[config.mk]
export PLATFORM = sky130hd
export DESIGN_NAME = xing_light_ctrl
export DESIGN_NICKNAME = d
export VERILOG_FILES = /design/src/rtl/xing_pkg.sv /design/src/rtl/xing_phase_ctrl.sv /design/src/rtl/xing_countdown.sv /design/src/rtl/xing_bcd2.sv /design/src/rtl/xing_light_ctrl.sv
export SDC_FILE = /design/constraint.sdc
export NUM_CORES = 1
export LEC_CHECK = 0
export ABC_AREA = 1
export BUFFER_PORTS_ARGS = -buffer_cell sky130_fd_sc_hd__clkbuf_2
export CORE_MARGIN = 2
export CORE_UTILIZATION = 55
export CTS_CLUSTER_SIZE = 16
export DETAILED_ROUTE_END_ITERATION = 10
export MAX_ROUTING_LAYER = met4
export PLACE_DENSITY = 0.78
export SYNTH_ARGS = -nofsm -noshare
export SYNTH_HDL_FRONTEND = slang
export SYNTH_SLANG_ARGS = --single-unit
[constraint.sdc]
create_clock -name clk -period 4.6 [get_ports clk]
set_input_delay 0.23 -clock clk [delete_from_list [all_inputs] [get_ports clk]]
set_output_delay 0.23 -clock clk [all_outputs]
set_load 0.02 [all_outputs]
[src/rtl/xing_pkg.sv]
// Shared types for the intersection light controller.
// Assumes: the four phases form a fixed ring in the order listed.
package xing_pkg;
    typedef enum logic [1:0] {
        PH_MAIN_GO    = 2'd0,
        PH_MAIN_AMBER = 2'd1,
        PH_SIDE_GO    = 2'd2,
        PH_SIDE_AMBER = 2'd3
    } phase_t;

    // Lamp vector layout {red, yellow, green}
    localparam logic [2:0] LAMP_RED    = 3'b100;
    localparam logic [2:0] LAMP_YELLOW = 3'b010;
    localparam logic [2:0] LAMP_GREEN  = 3'b001;
endpackage

[src/rtl/xing_phase_ctrl.sv]
// Phase sequencer with its elapsed-seconds timer.
// Does: walks main green -> main yellow -> side green -> side yellow,
//       with sensor-driven holds and early exits on the green phases.
// Assumes: tick is a single-cycle pulse; TW is wide enough for the
//          longest phase duration.
module xing_phase_ctrl
    import xing_pkg::*;
#(
    parameter int MAIN_GO_S = 45,
    parameter int SIDE_GO_S = 25,
    parameter int AMBER_S   = 5,
    parameter int TW        = 6
) (
    input  logic          clk,
    input  logic          rst_n,
    input  logic          tick,
    input  logic          main_car,
    input  logic          side_car,
    output phase_t        phase_o,
    output logic [TW-1:0] elapsed_o
);
    localparam logic [TW-1:0] MAIN_LAST  = TW'(MAIN_GO_S - 1);
    localparam logic [TW-1:0] SIDE_LAST  = TW'(SIDE_GO_S - 1);
    localparam logic [TW-1:0] AMBER_LAST = TW'(AMBER_S - 1);

    phase_t        phase_q, phase_d;
    logic [TW-1:0] elapsed_q, elapsed_d;
    logic [TW-1:0] last_sec;
    phase_t        next_in_ring;

    // Pick the final timer value and the successor for the current phase
    always_comb begin
        case (phase_q)
            PH_MAIN_GO:    begin last_sec = MAIN_LAST;  next_in_ring = PH_MAIN_AMBER; end
            PH_MAIN_AMBER: begin last_sec = AMBER_LAST; next_in_ring = PH_SIDE_GO;    end
            PH_SIDE_GO:    begin last_sec = SIDE_LAST;  next_in_ring = PH_SIDE_AMBER; end
            default:       begin last_sec = AMBER_LAST; next_in_ring = PH_MAIN_GO;    end
        endcase
    end

    // Next-state logic: sensor holds, early exits and tick-driven expiry
    always_comb begin
        phase_d   = phase_q;
        elapsed_d = elapsed_q;
        case (phase_q)
            PH_MAIN_GO: begin
                if (!side_car) begin
                    elapsed_d = '0;
                end else if (!main_car) begin
                    phase_d   = PH_MAIN_AMBER;
                    elapsed_d = '0;
                end else if (tick) begin
                    if (elapsed_q == last_sec) begin
                        phase_d   = next_in_ring;
                        elapsed_d = '0;
                    end else begin
                        elapsed_d = elapsed_q + 1'b1;
                    end
                end
            end
            PH_SIDE_GO: begin
                if (!side_car) begin
                    phase_d   = PH_SIDE_AMBER;
                    elapsed_d = '0;
                end else if (!main_car) begin
                    elapsed_d = '0;
                end else if (tick) begin
                    if (elapsed_q == last_sec) begin
                        phase_d   = next_in_ring;
                        elapsed_d = '0;
                    end else begin
                        elapsed_d = elapsed_q + 1'b1;
                    end
                end
            end
            default: begin
                if (tick) begin
                    if (elapsed_q == last_sec) begin
                        phase_d   = next_in_ring;
                        elapsed_d = '0;
                    end else begin
                        elapsed_d = elapsed_q + 1'b1;
                    end
                end
            end
        endcase
    end

    // State registers with synchronous active-low reset
    always_ff @(posedge clk) begin
        if (!rst_n) begin
            phase_q   <= PH_MAIN_GO;
            elapsed_q <= '0;
        end else begin
            phase_q   <= phase_d;
            elapsed_q <= elapsed_d;
        end
    end

    assign phase_o   = phase_q;
    assign elapsed_o = elapsed_q;

    // without a tick the timer either holds or restarts from zero
    p_timer_waits_tick_r11: assert property (@(posedge clk) disable iff (!rst_n)
        !tick |=> (elapsed_q == $past(elapsed_q) || elapsed_q == '0));

    // a phase change always restarts the timer
    p_timer_restart_r11: assert property (@(posedge clk) disable iff (!rst_n)
        (phase_q != $past(phase_q)) |-> (elapsed_q == '0));

    // a yellow phase is left only on a tick
    p_amber_needs_tick_r5: assert property (@(posedge clk) disable iff (!rst_n)
        (phase_q == PH_MAIN_AMBER || phase_q == PH_SIDE_AMBER) && !tick
        |=> $stable(phase_q));
endmodule

[src/rtl/xing_countdown.sv]
// Seconds-left calculation for both roads.
// Does: subtracts the phase timer from each road's time to its next
//       lamp change; a road at red also waits out the other's yellow.
// Assumes: elapsed never exceeds the current phase duration.
module xing_countdown
    import xing_pkg::*;
#(
    parameter int MAIN_GO_S = 45,
    parameter int SIDE_GO_S = 25,
    parameter int AMBER_S   = 5,
    parameter int TW        = 6
) (
    input  phase_t        phase_i,
    input  logic [TW-1:0] elapsed_i,
    output logic [TW-1:0] main_left,
    output logic [TW-1:0] side_left
);
    localparam logic [TW-1:0] MAIN_GO_T   = TW'(MAIN_GO_S);
    localparam logic [TW-1:0] SIDE_GO_T   = TW'(SIDE_GO_S);
    localparam logic [TW-1:0] AMBER_T     = TW'(AMBER_S);
    localparam logic [TW-1:0] MAIN_WAIT_T = TW'(SIDE_GO_S + AMBER_S);
    localparam logic [TW-1:0] SIDE_WAIT_T = TW'(MAIN_GO_S + AMBER_S);

    // Per-phase starting values minus elapsed seconds
    always_comb begin
        case (phase_i)
            PH_MAIN_GO: begin
                main_left = MAIN_GO_T - elapsed_i;
                side_left = SIDE_WAIT_T - elapsed_i;
            end
            PH_SIDE_GO: begin
                main_left = MAIN_WAIT_T - elapsed_i;
                side_left = SIDE_GO_T - elapsed_i;
            end
            default: begin
                main_left = AMBER_T - elapsed_i;
                side_left = AMBER_T - elapsed_i;
            end
        endcase
    end
endmodule

[src/rtl/xing_bcd2.sv]
// Two-digit binary to packed BCD converter.
// Does: splits a value below 100 into tens (upper nibble) and units.
// Assumes: the input is less than 100.
module xing_bcd2 #(
    parameter int W = 6
) (
    input  logic [W-1:0] bin,
    output logic [7:0]   bcd
);
    // Divide by ten for the tens digit, remainder for the units
    always_comb begin
        bcd = {4'(bin / W'(10)), 4'(bin % W'(10))};
    end
endmodule

[src/rtl/xing_light_ctrl.sv]
// Top of the intersection light controller.
// Does: drives both roads' lamps and BCD countdowns from the phase
//       sequencer.
// Assumes: tick is a one-cycle pulse once per second; sensors are
//          already synchronised and debounced.
module xing_light_ctrl
    import xing_pkg::*;
#(
    parameter int MAIN_GO_S = 45,
    parameter int SIDE_GO_S = 25,
    parameter int AMBER_S   = 5
) (
    input  logic       clk,
    input  logic       rst_n,
    input  logic       tick,
    input  logic       main_car,
    input  logic       side_car,
    output logic [2:0] main_lamps,
    output logic [2:0] side_lamps,
    output logic [7:0] main_count,
    output logic [7:0] side_count
);
    localparam int LONGEST = (MAIN_GO_S > SIDE_GO_S ? MAIN_GO_S : SIDE_GO_S) + AMBER_S;
    localparam int TW      = $clog2(LONGEST + 1);
    localparam int ROADS   = 2;

    phase_t                    phase;
    logic [TW-1:0]             elapsed;
    logic [ROADS-1:0][TW-1:0]  left_bin;
    logic [ROADS-1:0][7:0]     left_bcd;

    xing_phase_ctrl #(
        .MAIN_GO_S(MAIN_GO_S), .SIDE_GO_S(SIDE_GO_S), .AMBER_S(AMBER_S), .TW(TW)
    ) u_phase (
        .clk(clk), .rst_n(rst_n), .tick(tick),
        .main_car(main_car), .side_car(side_car),
        .phase_o(phase), .elapsed_o(elapsed)
    );

    xing_countdown #(
        .MAIN_GO_S(MAIN_GO_S), .SIDE_GO_S(SIDE_GO_S), .AMBER_S(AMBER_S), .TW(TW)
    ) u_count (
        .phase_i(phase), .elapsed_i(elapsed),
        .main_left(left_bin[0]), .side_left(left_bin[1])
    );

    // One BCD converter per road
    for (genvar r = 0; r < ROADS; r++) begin : g_road_bcd
        xing_bcd2 #(.W(TW)) u_bcd (.bin(left_bin[r]), .bcd(left_bcd[r]));
    end

    assign main_count = left_bcd[0];
    assign side_count = left_bcd[1];

    // Lamp decode from the current phase
    always_comb begin
        case (phase)
            PH_MAIN_GO:    begin main_lamps = LAMP_GREEN;  side_lamps = LAMP_RED;    end
            PH_MAIN_AMBER: begin main_lamps = LAMP_YELLOW; side_lamps = LAMP_RED;    end
            PH_SIDE_GO:    begin main_lamps = LAMP_RED;    side_lamps = LAMP_GREEN;  end
            default:       begin main_lamps = LAMP_RED;    side_lamps = LAMP_YELLOW; end
        endcase
    end

    // one lamp per road
    p_one_lamp_r9: assert property (@(posedge clk) disable iff (!rst_n)
        ($countones(main_lamps) == 1) && ($countones(side_lamps) == 1));

    // at least one road always at red
    p_one_road_red_r9: assert property (@(posedge clk) disable iff (!rst_n)
        main_lamps[2] || side_lamps[2]);

    // main green rests while no side vehicle is present
    p_main_rest_r2: assert property (@(posedge clk) disable iff (!rst_n)
        main_lamps[0] && !side_car |=> main_lamps[0]);

    // side-only demand ends main green at once
    p_main_early_r4: assert property (@(posedge clk) disable iff (!rst_n)
        main_lamps[0] && side_car && !main_car |=> main_lamps[1]);

    // an empty side road ends side green at once
    p_side_early_r7: assert property (@(posedge clk) disable iff (!rst_n)
        side_lamps[0] && !side_car |=> side_lamps[1]);

    // both BCD digits stay within 0..9
    p_bcd_digits_r10: assert property (@(posedge clk) disable iff (!rst_n)
        main_count[7:4] <= 4'd9 && main_count[3:0] <= 4'd9 &&
        side_count[7:4] <= 4'd9 && side_count[3:0] <= 4'd9);
endmodule

==> flow_summary.json, run 1 <==
{
  "status": "complete, no violations",
  "critPathMostFrequentCell": "nand2_1",
  "drv_slew": 0,
  "synth_area_leaders": "nand2_1 17%, ha_1 12%, dfxtp_1 9.1%",
  "worst_slew_pin_slew_ns": 0.610,
  "critPathTopFamily": "simple AND/OR/NAND/NOR gates",
  "die_h_um": 60.7,
  "grt_overflow_total": 0,
  "endpoint_kind": "output port",
  "finalCriticalPeriod_ns": 3.93,
  "antenna_found_initial": 0,
  "period_share_pct": 85.4,
  "io_pins": 27,
  "grt_max_degree": 17,
  "yosys_warnings": 0,
  "synth.distinct_cells": 37,
  "worstSkewPairLatency_ns": 0.27,
  "clk_pin_slew_ns": 0.06,
  "clockRootBuffer": "clkbuf_4",
  "netlist.area_leader.share_pct": 16.8,
  "num_rows": 20,
  "fmax_mhz": 254,
  "grt_pass1_wl_um": 6910,
  "p_per_area_mw_per_mm2": 407,
  "synth-xor-area-share_pct": 2.48,
  "drt_iter0_drc": 110,
  "max_stage_delay_ns": 0.42,
  "hold_end": "u_phase.phase_o[1]$_SDFFE_PN0P_",
  "remaining_drc_errors": 0,
  "cap_violations": 0,
  "synth_top_family_by_area": "simple AND/OR/NAND/NOR gates",
  "syn_avg_cell_area_sq_um": 5.97,
  "final_cells": 360,
  "hold_path_depth": 3,
  "final_common_cell": "nand2_1",
  "synth_compound_area_share_pct": 11.7,
  "track_usage_pct": 25.3,
  "worst_r2r_endpoint": "u_phase.phase_o[1]$_SDFFE_PN0P_",
  "rsz0062_at_grt": "no",
  "avgRoutedWirePerCell_um": 11.2,
  "dp_hpwl_um": 3270,
  "port_buffers": 24,
  "relSlewSlack_pct": 59.4,
  "antenna_cells": 0,
  "power_leakage_uw": 0.00104,
  "path_cells": "inv_1 > ha_1 > nor2_2 > nand3_2 > nand2_1 > inv_2 > nand2_2 > nand3_1 > nand2_1 > inv_1 > ha_1 > nand2_1 > nand4_1 > nand2_4 > nand3_1 > nand2_1 > inv_1 > ha_1 > nand3b_1 > nand2_1 > nand2_1 > nand2_1 > clkbuf_2",
  "cp_data_required_time_ns": 4.37,
  "fp.coreArea_sq_mm": 0.00305,
  "synthCells": 296,
  "cts_hold_buf": 0,
  "layout_common_cells": "79 x nand2_1, 31 x inv_1, 30 x nand3_1",
  "crit_fanout": 13,
  "synth_area_sq_mm": 0.00177,
  "start_util_pct": 57.9,
  "r2r-start": "u_phase.phase_o[0]$_SDFFE_PN0P_",
  "synthAdderAreaFrac_pct": 12.0,
  "synthSimpleGateAreaFrac_pct": 52.0,
  "routabilityCongestion": 1.01,
  "vdd_ir_drop_max_mv": 0.213,
  "drt_pass1_iterations": 5,
  "num_vias": 1852,
  "tns_ns": 0,
  "hold_path_class": "input port to register",
  "synth.yosys.seq_area_share_pct": 9.06,
  "first_global_vias": 1605,
  "clock_sinks": 8,
  "cts-htree-levels": 1,
  "power_uw": 780,
  "cp_num_buf_inv": 5,
  "via_per_inst": 5.14,
  "cp-start-kind": "register",
  "synth_largest_area_cell": "nand2_1",
  "ys_ff_latch": 8,
  "r2r_cells": 9,
  "drive_gt1_share_pct": 25.0,
  "hp-start": "rst_n",
  "syn2layout_area_growth_pct": 8.42,
  "wirelength_um": 4020,
  "finish.net_count": 340,
  "post_cts_resized": 0,
  "cts_tree": "built",
  "fillers": 312,
  "placedCellCount": 357,
  "rrSetupSlack_ns": 2.31,
  "dieArea_sq_mm": 0.00368,
  "critical_path_class": "register to output port",
  "ant_nets": 0,
  "cp.arrival_ns": 3.70,
  "clock_skew_ns": 0.00833,
  "synthMuxAreaShare_pct": 0,
  "hold_viol": 0,
  "slowest_stage": "dfxtp_1",
  "die_w_um": 60.7,
  "postCtsSetupRepairBufs": 0,
  "clock_path_buffers": 2,
  "finalSetupViolCount": 0,
  "cts_buffers": 3
}
-- per-stage QoR --
stage | hold slack (ns) | cell area (sq um) | setup slack (ns) | utilization [%]
2_1_floorplan | 0.411 | 1770 | 1.43 | -
3_3_place_gp | 0.526 | 1890 | 1.09 | 62.0
3_5_place_dp | 0.521 | 1890 | 0.985 | 62.0
4_1_cts | 0.244 | 1920 | 0.685 | 62.8
5_1_grt | 0.250 | 1920 | 0.312 | 62.8
6_report | 0.241 | 1920 | 0.669 | 62.8
-- power breakdown --
part | switching [uW] | internal (uW) | total (uW)
clock | 26.0 | 30.0 | 56.0
combinational | 424 | 219 | 643
sequential | 7.96 | 72.9 | 80.8
total | 458 | 322 | 780
-- cells by family (layout without fill, tap and decap cells) --
group,count (synthesis),in the layout
XOR/XNOR,5,5
other,1,2
AND/OR/NAND/NOR,180,180
buffers and inverters,53,72
flip-flops,8,8
AO/OA/AOI/OAI,32,32
adder cells (fa/ha/maj),17,17
-- Yosys cell counts, drive strengths merged --
cell / number
and2: 1
ha: 17
nand2: 102
o21ai: 14
nand4: 3
xor2: 3
xnor2: 2
nor3b: 1
a21boi: 1
or2: 1
buf: 7
a211oi: 5
a21oi: 8
nand3b: 5
o22ai: 3
clkinv: 1
conb: 1
inv: 44
dfxtp: 8
a221o: 1
nor2: 31
clkbuf: 1
nand3: 35
nor3: 1
-- registers in the layout, summed over array words and instances, names as in the netlist --
name	cells
u_phase.phase_o	2
u_phase.elapsed_o	6
-- routing by layer --
| metal | part of all wire, % | global-route usage, % | vias to the layer above |
|---|---|---|---|
| li1 | - | - | 986 |
| met1 | 49 | 35.3 | 817 |
| met2 | 45 | 37.0 | 43 |
| met3 | 5.0 | 3.84 | 6 |
| met4 | 1.5 | 8.70 | 0 |
| met5 | 0 | - | - |
-- worst max-delay path by stage --
stage / from / endpoint / slack, ns / depth (start not counted)
after global routing: u_phase.phase_o[0]$_SDFFE_PN0P_ / side_count[3] / 0.31 / 23
final: u_phase.phase_o[0]$_SDFFE_PN0P_ / side_count[3] / 0.67 / 23
after CTS: u_phase.phase_o[0]$_SDFFE_PN0P_ / side_count[3] / 0.68 / 23
after global placement: u_phase.phase_o[0]$_SDFFE_PN0P_ / side_count[3] / 1.09 / 23
after detailed placement: u_phase.phase_o[0]$_SDFFE_PN0P_ / side_count[3] / 0.99 / 23
after floorplan: u_phase.phase_o[0]$_SDFFE_PN0P_ / side_count[3] / 1.43 / 26
-- worst reg2reg max path, cell delays in order (launching register included) --
cell,delay [ns]
dfxtp_1,0.42
inv_1,0.11
ha_1,0.42
xor2_1,0.23
nor3b_1,0.20
a21boi_0,0.29
nand2_1,0.17
a21oi_1,0.17
nor2_1,0.05
a211oi_1,0.16
-- area by class of cell --
class / count / area (sq um) / share of cell area (%)
inverter: 45 / 169 / 8.81
timing repair buffer: 24 / 120 / 6.27
multi-input combinational: 236 / 1390 / 72.5
clock buffer: 3 / 22.5 / 1.17
sequential: 8 / 160 / 8.36
tap: 44 / 55.1 / 2.87
Power figures use the tool's default switching activity.
==> run 2, diff against run 1 <==
- ABC_AREA: 1 -> default
- PLACE_DENSITY: 0.78 -> 0.77
==> run 2 against run 1 <==
Against the previous run:
- fmax fell by 9.1%
- combinational power fell by 66%
- total power fell by 56%
- worst setup slack got worse by 0.39 ns
- sequential share of layout area fell by 0.46 points
- critical path depth fell by 6
- hold slack got worse by 0.014 ns
- clock-buffer cell count did not move
- core utilization fell by 0.13 points
- sequential power fell by 8.8%
- design area rose by 9.1%
- critical path type unchanged
==> flow_summary.json, run 2 <==
{
  "dp_hpwl_um": 3370,
  "synth.distinct_cells": 71,
  "finalCriticalPeriod_ns": 4.32,
  "routabilityCongestion": 0.859,
  "cts_buffers": 3,
  "cp_data_required_time_ns": 4.37,
  "die_h_um": 63.1,
  "io_pins": 27,
  "crit_fanout": 12,
  "critical_path_class": "register to output port",
  "remaining_drc_errors": 0,
  "syn2layout_area_growth_pct": 8.93,
  "first_global_vias": 1764,
  "grt_overflow_total": 0,
  "status": "complete, no violations",
  "vdd_ir_drop_max_mv": 0.173,
  "internal-power_uw": 185,
  "gr-usage-met3_pct": 3.21,
  "cp-start-kind": "register",
  "avgRoutedWirePerCell_um": 13.3,
  "drv_slew": 0,
  "start_util_pct": 57.5,
  "cts_tree": "built",
  "ys_async_sr_fraction_pct": 0,
  "stdcell_area_sq_mm": 0.00209,
  "clockRootBuffer": "clkbuf_4",
  "dieArea_sq_mm": 0.00398,
  "cts_hold_buf": 0,
  "grt_pass1_wl_um": 7890,
  "drive_gt1_share_pct": 27.8,
  "clock_path_buffers": 2,
  "clk_pin_slew_ns": 0.05,
  "synth-edff-count": 0,
  "via_per_inst": 5.97,
  "ys.flop_type": "dfxtp_1",
  "die_w_um": 63.1,
  "yosysMostFrequentCell": "nor2_1",
  "holdWs_ns": 0.227,
  "period_share_pct": 94.0,
  "cp.arrival_ns": 4.09,
  "wirelength_um": 4390,
  "finalSetupViolCount": 0,
  "synth_largest_area_cell": "ha_1",
  "synth_area_sq_mm": 0.00192,
  "synthCells": 264,
  "synth.yosys.seq_area_share_pct": 8.34,
  "power_leakage_uw": 0.000870,
  "p_per_area_mw_per_mm2": 164,
  "p_clk_share_pct": 15.4,
  "synthTopCellsByCount": "25 x nor2_1, 20 x nand2_1, 18 x inv_1",
  "ant_nets": 0,
  "hold_viol": 0,
  "yosys_warnings": 0,
  "fmax_mhz": 231,
  "antenna_cells": 0,
  "dpl-instance-area_sq_mm": 0.00203,
  "cts-htree-levels": 1,
  "rsz0062_at_grt": "yes",
  "worstSkewPairLatency_ns": 0.25,
  "clock_sinks": 8,
  "largest_register_ffs": 6,
  "drt_pass1_iterations": 4,
  "num_vias": 1970,
  "drt_iter0_drc": 111,
  "relSlewSlack_pct": 59.1,
  "syn_avg_cell_area_sq_um": 7.27,
  "use_met2_pct": 41.1,
  "endpoint_kind": "output port",
  "num_rows": 21,
  "netlist.area_leader.share_pct": 11.1,
  "layout_common_cells": "24 x nor2_1, 24 x clkbuf_2, 20 x nand2_1",
  "antenna_found_initial": 0,
  "finish.net_count": 308,
  "synth_area_leaders": "ha_1 11%, dfxtp_1 8.3%, nor2_1 4.9%",
  "pwr-share-seq_pct": 21.5,
  "hold_path_class": "input port to register",
  "power.switching_uw": 158,
  "grt.busiest_layer": "met2",
  "grt_util_met1_pct": 30.6,
  "track_usage_pct": 24.1,
  "grt_max_degree": 26,
  "worst_slew_pin_slew_ns": 0.611,
  "pwr-share-comb_pct": 63.1,
  "ys_ff_latch": 8,
  "cap_violations": 0,
  "port_buffers": 24,
  "clock_skew_ns": 0.000367,
  "p_sw_share_pct": 46.0,
  "fp.coreArea_sq_mm": 0.00334
}
-- run 2: kinds of logic (layout without fill, tap and decap cells) --
logic type	count (synthesis)	count (layout)	synth area share (%)
AND/OR/NAND/NOR	92	92	25.5
AO/OA/AOI/OAI	88	88	34.4
buffers and inverters	39	58	11.3
adder cells (fa/ha/maj)	17	17	11.1
XOR/XNOR	13	13	5.93
flip-flops	8	8	8.34
multiplexers	6	6	3.19
other	1	2	0.195
-- run 2: metrics by stage --
step	TNS (ns)	std cells	total power, uW	util (%)	setup WS (ns)
finish	0	330	343	62.7	0.278
global route	-0.0652	330	372	62.7	-0.0652
CTS	0	329	343	61.4	0.00818
detailed placement	0	326	288	60.7	0.301
global placement	0	326	287	60.7	0.279
floorplan	0	265	238	-	0.362
-- run 2: worst max-delay path, cell delays in order (launching register included) --
cell and delay (ns):
dfxtp_1 0.31, buf_4 0.17, ha_1 0.28, and4_2 0.29, a221oi_1 0.42, o21bai_1 0.23, o21ai_1 0.26, inv_1 0.09
ha_1 0.20, a31oi_2 0.21, nand2_1 0.08, a211oi_1 0.24, nor2_2 0.11, xnor2_1 0.21, ha_1 0.27, a21boi_1 0.13
o22ai_1 0.14, clkbuf_2 0.19
-- run 2: cell type report --
| class | count | area, sq um |
|---|---|---|
| Multi-Input combinational cell | 218 | 1570 |
| Fill cell | 315 | 1250 |
| Timing Repair Buffer | 33 | 191 |
| Sequential cell | 8 | 165 |
| Inverter | 22 | 82.6 |
| Tap cell | 46 | 57.6 |
| Clock buffer | 3 | 22.5 |
-- run 2: power by group through the flow --
stage	logic, uW	clock network [uW]	registers [uW]
after floorplan	165	0	73.2
after global placement	212	0	74.8
after detailed placement	213	0	74.9
after CTS	214	55.2	73.5
after global routing	240	58.3	74.0
final	216	53.0	73.7
-- run 2: layer usage --
layer / part of all wire (%) / vias to the layer above / wire (um)
met5: 0 / - / 0
met4: 0.18 / 0 / 8
met3: 4.7 / 2 / 208
met2: 49 / 45 / 2140
met1: 46 / 922 / 2030
li1: - / 1001 / -
-- run 2: what timing repair did --
action,CTS,global route
pin swaps,0,1
resized for setup,1,12
setup endpoints to repair,1,8
setup buffers,0,1
-- run 2: path summary, 6_finish.rpt --
| kind | from | endpoint | slack [ns] | cells after the start |
|---|---|---|---|---|
| worst min register to register | u_phase.phase_o[0]$_SDFFE_PN0P_ | u_phase.phase_o[0]$_SDFFE_PN0P_ | 0.56 | 2 |
| worst min-delay path | rst_n | u_phase.phase_o[0]$_SDFFE_PN0P_ | 0.23 | 3 |
| worst max register to register | u_phase.phase_o[0]$_SDFFE_PN0P_ | u_phase.phase_o[1]$_SDFFE_PN0P_ | 2.56 | 10 |
| worst max-delay path | u_phase.elapsed_o[2]$_SDFF_PN0_ | main_count[2] | 0.28 | 17 |
